==> src/rtl/bim_pkg.sv <==
`timescale 1ns/1ps
package bim_pkg;
    typedef enum logic [1:0] {
        ST_IDLE  = 2'd0,
        ST_ARM   = 2'd1,
        ST_WATCH = 2'd2,
        ST_FAULT = 2'd3
    } mon_state_e;
endpackage

==> src/rtl/bim_activity_detect.sv <==
`timescale 1ns/1ps
// Reduces one source's request group to a single activity flag.
module bim_activity_detect #(
    parameter int SIG_W = 8
) (
    input  logic [SIG_W-1:0] req,
    output logic             active
);
    always_comb begin
        active = |req;
    end
endmodule

==> src/rtl/bim_src_fsm.sv <==
`timescale 1ns/1ps
// Per-source state machine: idle, one blind cycle, watch, latched fault.
module bim_src_fsm
    import bim_pkg::*;
(
    input  logic clk,
    input  logic rst_n,
    input  logic enable,
    input  logic active,
    input  logic force_err,
    output logic err,
    output logic watching
);
    mon_state_e state_q, state_d;

    always_ff @(posedge clk) begin
        if (!rst_n) state_q <= ST_IDLE;
        else        state_q <= state_d;
    end

    always_comb begin
        state_d = state_q;
        if (!enable) begin
            state_d = ST_IDLE;
        end else begin
            unique case (state_q)
                ST_IDLE:  state_d = ST_ARM;
                ST_ARM:   state_d = ST_WATCH;
                ST_WATCH: if (active || force_err) state_d = ST_FAULT;
                ST_FAULT: state_d = ST_FAULT;
                default:  state_d = ST_IDLE;
            endcase
        end
    end

    always_comb begin
        err      = 1'b0;
        watching = 1'b0;
        unique case (state_q)
            ST_WATCH: watching = 1'b1;
            ST_FAULT: err      = 1'b1;
            default:  ;
        endcase
    end
endmodule

==> src/rtl/bus_inactivity_monitor.sv <==
`timescale 1ns/1ps
module bus_inactivity_monitor #(
    parameter int NUM_SRC = 4,
    parameter int SIG_W   = 8
) (
    input  logic                     clk,
    input  logic                     rst_n,
    input  logic [NUM_SRC-1:0]       mon_en,
    input  logic [NUM_SRC*SIG_W-1:0] req_i,
    input  logic [NUM_SRC-1:0]       force_err,
    output logic [NUM_SRC-1:0]       src_err,
    output logic                     any_err
);
    localparam int REQ_W = NUM_SRC * SIG_W;

    logic [NUM_SRC-1:0] active;
    logic [NUM_SRC-1:0] watching;
    logic [REQ_W-1:0]   req_flat;

    assign req_flat = req_i;

    for (genvar s = 0; s < NUM_SRC; s++) begin : g_src
        bim_activity_detect #(.SIG_W(SIG_W)) u_det (
            .req    (req_flat[s*SIG_W +: SIG_W]),
            .active (active[s])
        );
        bim_src_fsm u_fsm (
            .clk       (clk),
            .rst_n     (rst_n),
            .enable    (mon_en[s]),
            .active    (active[s]),
            .force_err (force_err[s]),
            .err       (src_err[s]),
            .watching  (watching[s])
        );
    end

    always_comb begin
        any_err = 1'b0;
        for (int s = 0; s < NUM_SRC; s++) any_err = any_err | src_err[s];
    end
endmodule

==> config.mk <==
export PLATFORM = sky130hd
export DESIGN_NAME = bus_inactivity_monitor
export DESIGN_NICKNAME = d
export VERILOG_FILES = /design/src/rtl/bim_pkg.sv /design/src/rtl/bim_activity_detect.sv /design/src/rtl/bim_src_fsm.sv /design/src/rtl/bus_inactivity_monitor.sv
export SDC_FILE = /design/constraint.sdc
export NUM_CORES = 1
export LEC_CHECK = 0
export ABC_AREA = 1
export BUFFER_PORTS_ARGS = -buffer_cell sky130_fd_sc_hd__buf_2
export CAP_MARGIN = 10
export CELL_PAD_IN_SITES_DETAIL_PLACEMENT = 1
export CELL_PAD_IN_SITES_GLOBAL_PLACEMENT = 1
export CORE_MARGIN = 2
export CORE_UTILIZATION = 24
export CTS_BUF_LIST = sky130_fd_sc_hd__clkbuf_16
export CTS_CLUSTER_SIZE = 28
export DETAILED_ROUTE_END_ITERATION = 10
export PLACE_DENSITY = 0.84
export SLEW_MARGIN = 20
export SYNTH_ARGS = -nofsm -noshare
export SYNTH_HDL_FRONTEND = slang
export SYNTH_HIERARCHICAL = 1
export SYNTH_SLANG_ARGS = --single-unit
==> constraint.sdc <==
create_clock -name clk -period 1.74 [get_ports clk]
set_input_delay 0.087 -clock clk [delete_from_list [all_inputs] [get_ports clk]]
set_output_delay 0.087 -clock clk [all_outputs]
set_load 0.01 [all_outputs]
# After elaboration in Yosys (flattened, before gate mapping)
# Cells that the tools add are included.
[classes] n_eq_ne=16 muxes=12 n_bitwise=3 reduce_logical=16
[ops] cell="$pmux W2 S4" n=4
[ops] cell="$reduce_or A8 Y1" n=4
[ops] cell="$eq A2 B2 Y1 const B" n=8
[ops] cell="$eq A2 B1 Y1 const B" n=4
[ops] cell="$logic_not A2 Y1" n=4
[ops] cell="$mux W2" n=4
[ops] cell="$ne A2 B1 Y1 const B" n=4
[ops] cell="$reduce_and A2 Y1" n=4
[ops] cell="$logic_or A1 B1 Y1" n=4
[ops] cell="$mux W1" n=4
[ops] cell="$or A1 B1 Y1" n=3
[totals] regBits=8 in_bits=42 output_inout_bits=5 wordCells=51

# Logic depth before layout (Yosys ltp)
[logic_depth] ltp_word=5 ltp_mapped=8 mapped_depth_nobuf=8

# By module
# Netlist, hierarchy kept.
[by_module_without_submodules] mod="bim_src_fsm" instances=4 cells_each=18 area_each_um2=101.3 seq_area_each_um2=40.0
[by_module_without_submodules] mod="bim_activity_detect" instances=4 cells_each=15 area_each_um2=56.3 seq_area_each_um2=0.0
[by_module_without_submodules] mod="bus_inactivity_monitor" instances=1 cells_each=3 area_each_um2=11.3 seq_area_each_um2=0.0

# Worst setup path after synthesis
# No wires, ideal clock.
[synth_path] kind="register to output" start="register g_src[3].u_fsm.state_q[0]" end="output any_err" arrival_time_ps=624 required_time_ps=1653 slack_ps=1029 path_stages_with_launch=5 path_buffers=0 path_cell_list="dfxtp_1 nand2_1 inv_1 nor2_1 nand2_1"
[synth_between] elab_chain_len=3
[synth_lines] element="start: declaration" line_no="bim_src_fsm.sv:14" text="mon_state_e state_q, state_d;"
[synth_lines] element="start signal: assignment" line_no="bim_src_fsm.sv:18" text="else state_q <= state_d;"
[synth_lines] element="$eq A2 B2 Y1" line_no="bim_src_fsm.sv:39" text="unique case (state_q)"
[synth_lines] element="$mux W1" line_no="bim_src_fsm.sv:39"
[synth_lines] element="net src_err[3]" line_no="bus_inactivity_monitor.sv:11" text="output logic [NUM_SRC-1:0] src_err,"
[synth_lines] element="$or A1 B1 Y1" line_no="bus_inactivity_monitor.sv:40" text="for (int s = 0; s < NUM_SRC; s++) any_err = any_err | src_err[s];"
[synth_lines] element="end: declaration" line_no="bus_inactivity_monitor.sv:12" text="output logic any_err"
# The timed path passes the listed nets, and every way through them passes these cells.

# Worst setup path in the final report
[layout_path] start="register g_src[3].u_fsm.state_q[0]" end="output any_err"
[layout_between] elab_chain_len=3
[layout_lines] element="$eq A2 B2 Y1" line_no="bim_src_fsm.sv:39"
[layout_lines] element="$mux W1" line_no="bim_src_fsm.sv:39"
[layout_lines] element="$or A1 B1 Y1" line_no="bus_inactivity_monitor.sv:40"
# No other way between the ends.

==> impl_metrics.env <==
export IMPL_detail_route_first_pass_iterations=4
export IMPL_cts_resized=0
export IMPL_num_rows=18
export IMPL_final_cells=210
export IMPL_slew_violations=0
export IMPL_overflow=0
export IMPL_cts_tree="built"
export IMPL_p_seq_share_pct=29.4
export IMPL_cts_sinks=8
export IMPL_pwr_share_comb_pct=14.8
export IMPL_final_cell_mix="inv_1, buf_2, nand2_1, nor2_1, dfxtp_1"
export IMPL_p_per_area_nw_per_um2=701.0
export IMPL_crit_slowest_cell="dfxtp_1"
export IMPL_fin_tns_setup_ps=0
export IMPL_nets=224
export IMPL_gp_congestion=0.6231
export IMPL_crit_arrival_ps=970
export IMPL_fin_crit_sh_pct=60.91
export IMPL_setup_viol=0
export IMPL_max_stage_delay_ps=320
export IMPL_tightest_slew_ps=133.2
export IMPL_final_common_cell="inv_1"
export IMPL_crit_required_ps=1650
export IMPL_hold_violations=0
export IMPL_routed_via_density=4.033
export IMPL_rsz0062_at_grt="false"
export IMPL_largestRegisters="g_src.u_fsm/state_q: 8 flops"
export IMPL_synthCells=131
export IMPL_ys_warn_count=6
export IMPL_crit_path_max_fanout=3
export IMPL_path_cells="nand2_1, inv_1, nor2_1, nand2_1, buf_2"
export IMPL_core_um2=2477
export IMPL_cts_buffers=3
export IMPL_die_x_um=55.11
export IMPL_hpwl_um=1697
export IMPL_drt_wl_total_um=1940
export IMPL_status="complete, no violations"
export IMPL_synth_avg_cell_area_um2=4.785
export IMPL_vias=847
export IMPL_clk_pin_slew_ps=40
export IMPL_critPathKind="register to primary output"
export IMPL_p_int_mw=0.5417
export IMPL_ios=47
export IMPL_drv_cap=0
export IMPL_grt_pass1_vias=908
export IMPL_max_clock_freq_ghz=0.9435
export IMPL_endpoint_kind="primary output"
export IMPL_p_leak_nw=0.7082
export IMPL_synthToLayoutAreaGrowth_pct=54.69
export IMPL_grt_pass1_wl_um=3277
export IMPL_min_period_ps=1060
export IMPL_drc=0
export IMPL_syn_area_um2=626.9
export IMPL_dieArea_um2=3037
export IMPL_diodes=0
export IMPL_post_cts_buffers=0
export IMPL_max_vdd_ir_drop_mv=0.2806
export IMPL_fin_hold_ws_ps=114.2
export IMPL_clk_latency_ps=230
export IMPL_portBuffers=46
export IMPL_die_y_um=55.11
export IMPL_grtUsageTotal_pct=15.23
export IMPL_drtAntennaViolNets=0
export IMPL_first_iter_violations=2
export IMPL_switching_share_pct=20.32
export IMPL_p_sw_mw=0.1381
export IMPL_start_kind="register"
export IMPL_grt_max_degree=5
export IMPL_dp_cells=207
export IMPL_antenna_found_initial=0
export IMPL_slew_headroom_pct=91.12
export IMPL_clockRootBuffer="clkbuf_16"
export IMPL_top_register="g_src.u_fsm/state_q"
export IMPL_ctsHoldBuffers=0
export IMPL_largest_register_ffs=8
export IMPL_p_clk_share_pct=55.8
export IMPL_cts_buffer_depth=2
export IMPL_wire_per_inst_um=9.238
export IMPL_hold_class="input port to register"
export IMPL_clock_skew_ps=0.1548
export IMPL_start_util_pct=25.30
export IMPL_h_tree_depth=1
export IMPL_syn_num_nets=173
export IMPL_cpMostUsedCell="nand2_1"
export IMPL_drive_gt1_share_pct=27.22
[worst paths after layout]
check,cells after the start,to,from,slack [ps]
worst max-delay path,5,any_err,g_src[3].u_fsm/state_q[0],680
worst min-delay path,3,g_src[3].u_fsm/state_q[1],mon_en[3],110
worst max register to register,4,g_src[3].u_fsm/state_q[0],g_src[3].u_fsm/state_q[0],1030
worst min register to register,2,g_src[0].u_fsm/state_q[1],g_src[0].u_fsm/state_q[1],490
[critical path, delay by kind of cell (launching register included)]
kind                   cells  cell delay, ps
DFF                        1             320
and+or+nand+nor            3             230
buffers and inverters      2             180
[per-stage QoR]
stage,setup WS [ps],utilization [%],power (mW),instance area (µm²)
2_1_floorplan,1029,-,0.2456,626.9
3_3_place_gp,967.2,36.11,0.2942,894.6
3_5_place_dp,930.5,36.11,0.3046,894.6
4_1_cts,656.2,39.14,0.6986,969.7
5_1_grt,611.4,39.14,0.7290,969.7
6_report,680.1,39.14,0.6798,969.7
[power groups by stage]
stage               registers [mW]  clock network (mW)  logic, mW
floorplan                    0.201                   0     0.0450
global placement             0.201                   0     0.0932
detailed placement           0.202                   0      0.102
CTS                          0.200               0.395      0.104
global route                 0.201               0.408      0.120
finish                       0.200               0.379      0.101
[layout make-up]
type | count | area [µm²]
well taps | 30 | 37.54
flip-flops and latches | 8 | 160.2
inverters | 56 | 210.2
repair buffers | 46 | 230.2
fillers | 379 | 1508
multi-input cells | 67 | 256.5
clock buffers | 3 | 75.07
[metal layers]
metal	vias to the layer above	GRT usage, %	wire length [µm]
li1	442	-	-
met5	-	0	0
met4	0	4.878	0
met1	380	12.82	641
met3	0	3.763	139
met2	25	33.13	1159
No activity file was read; power rests on OpenSTA's default activity.
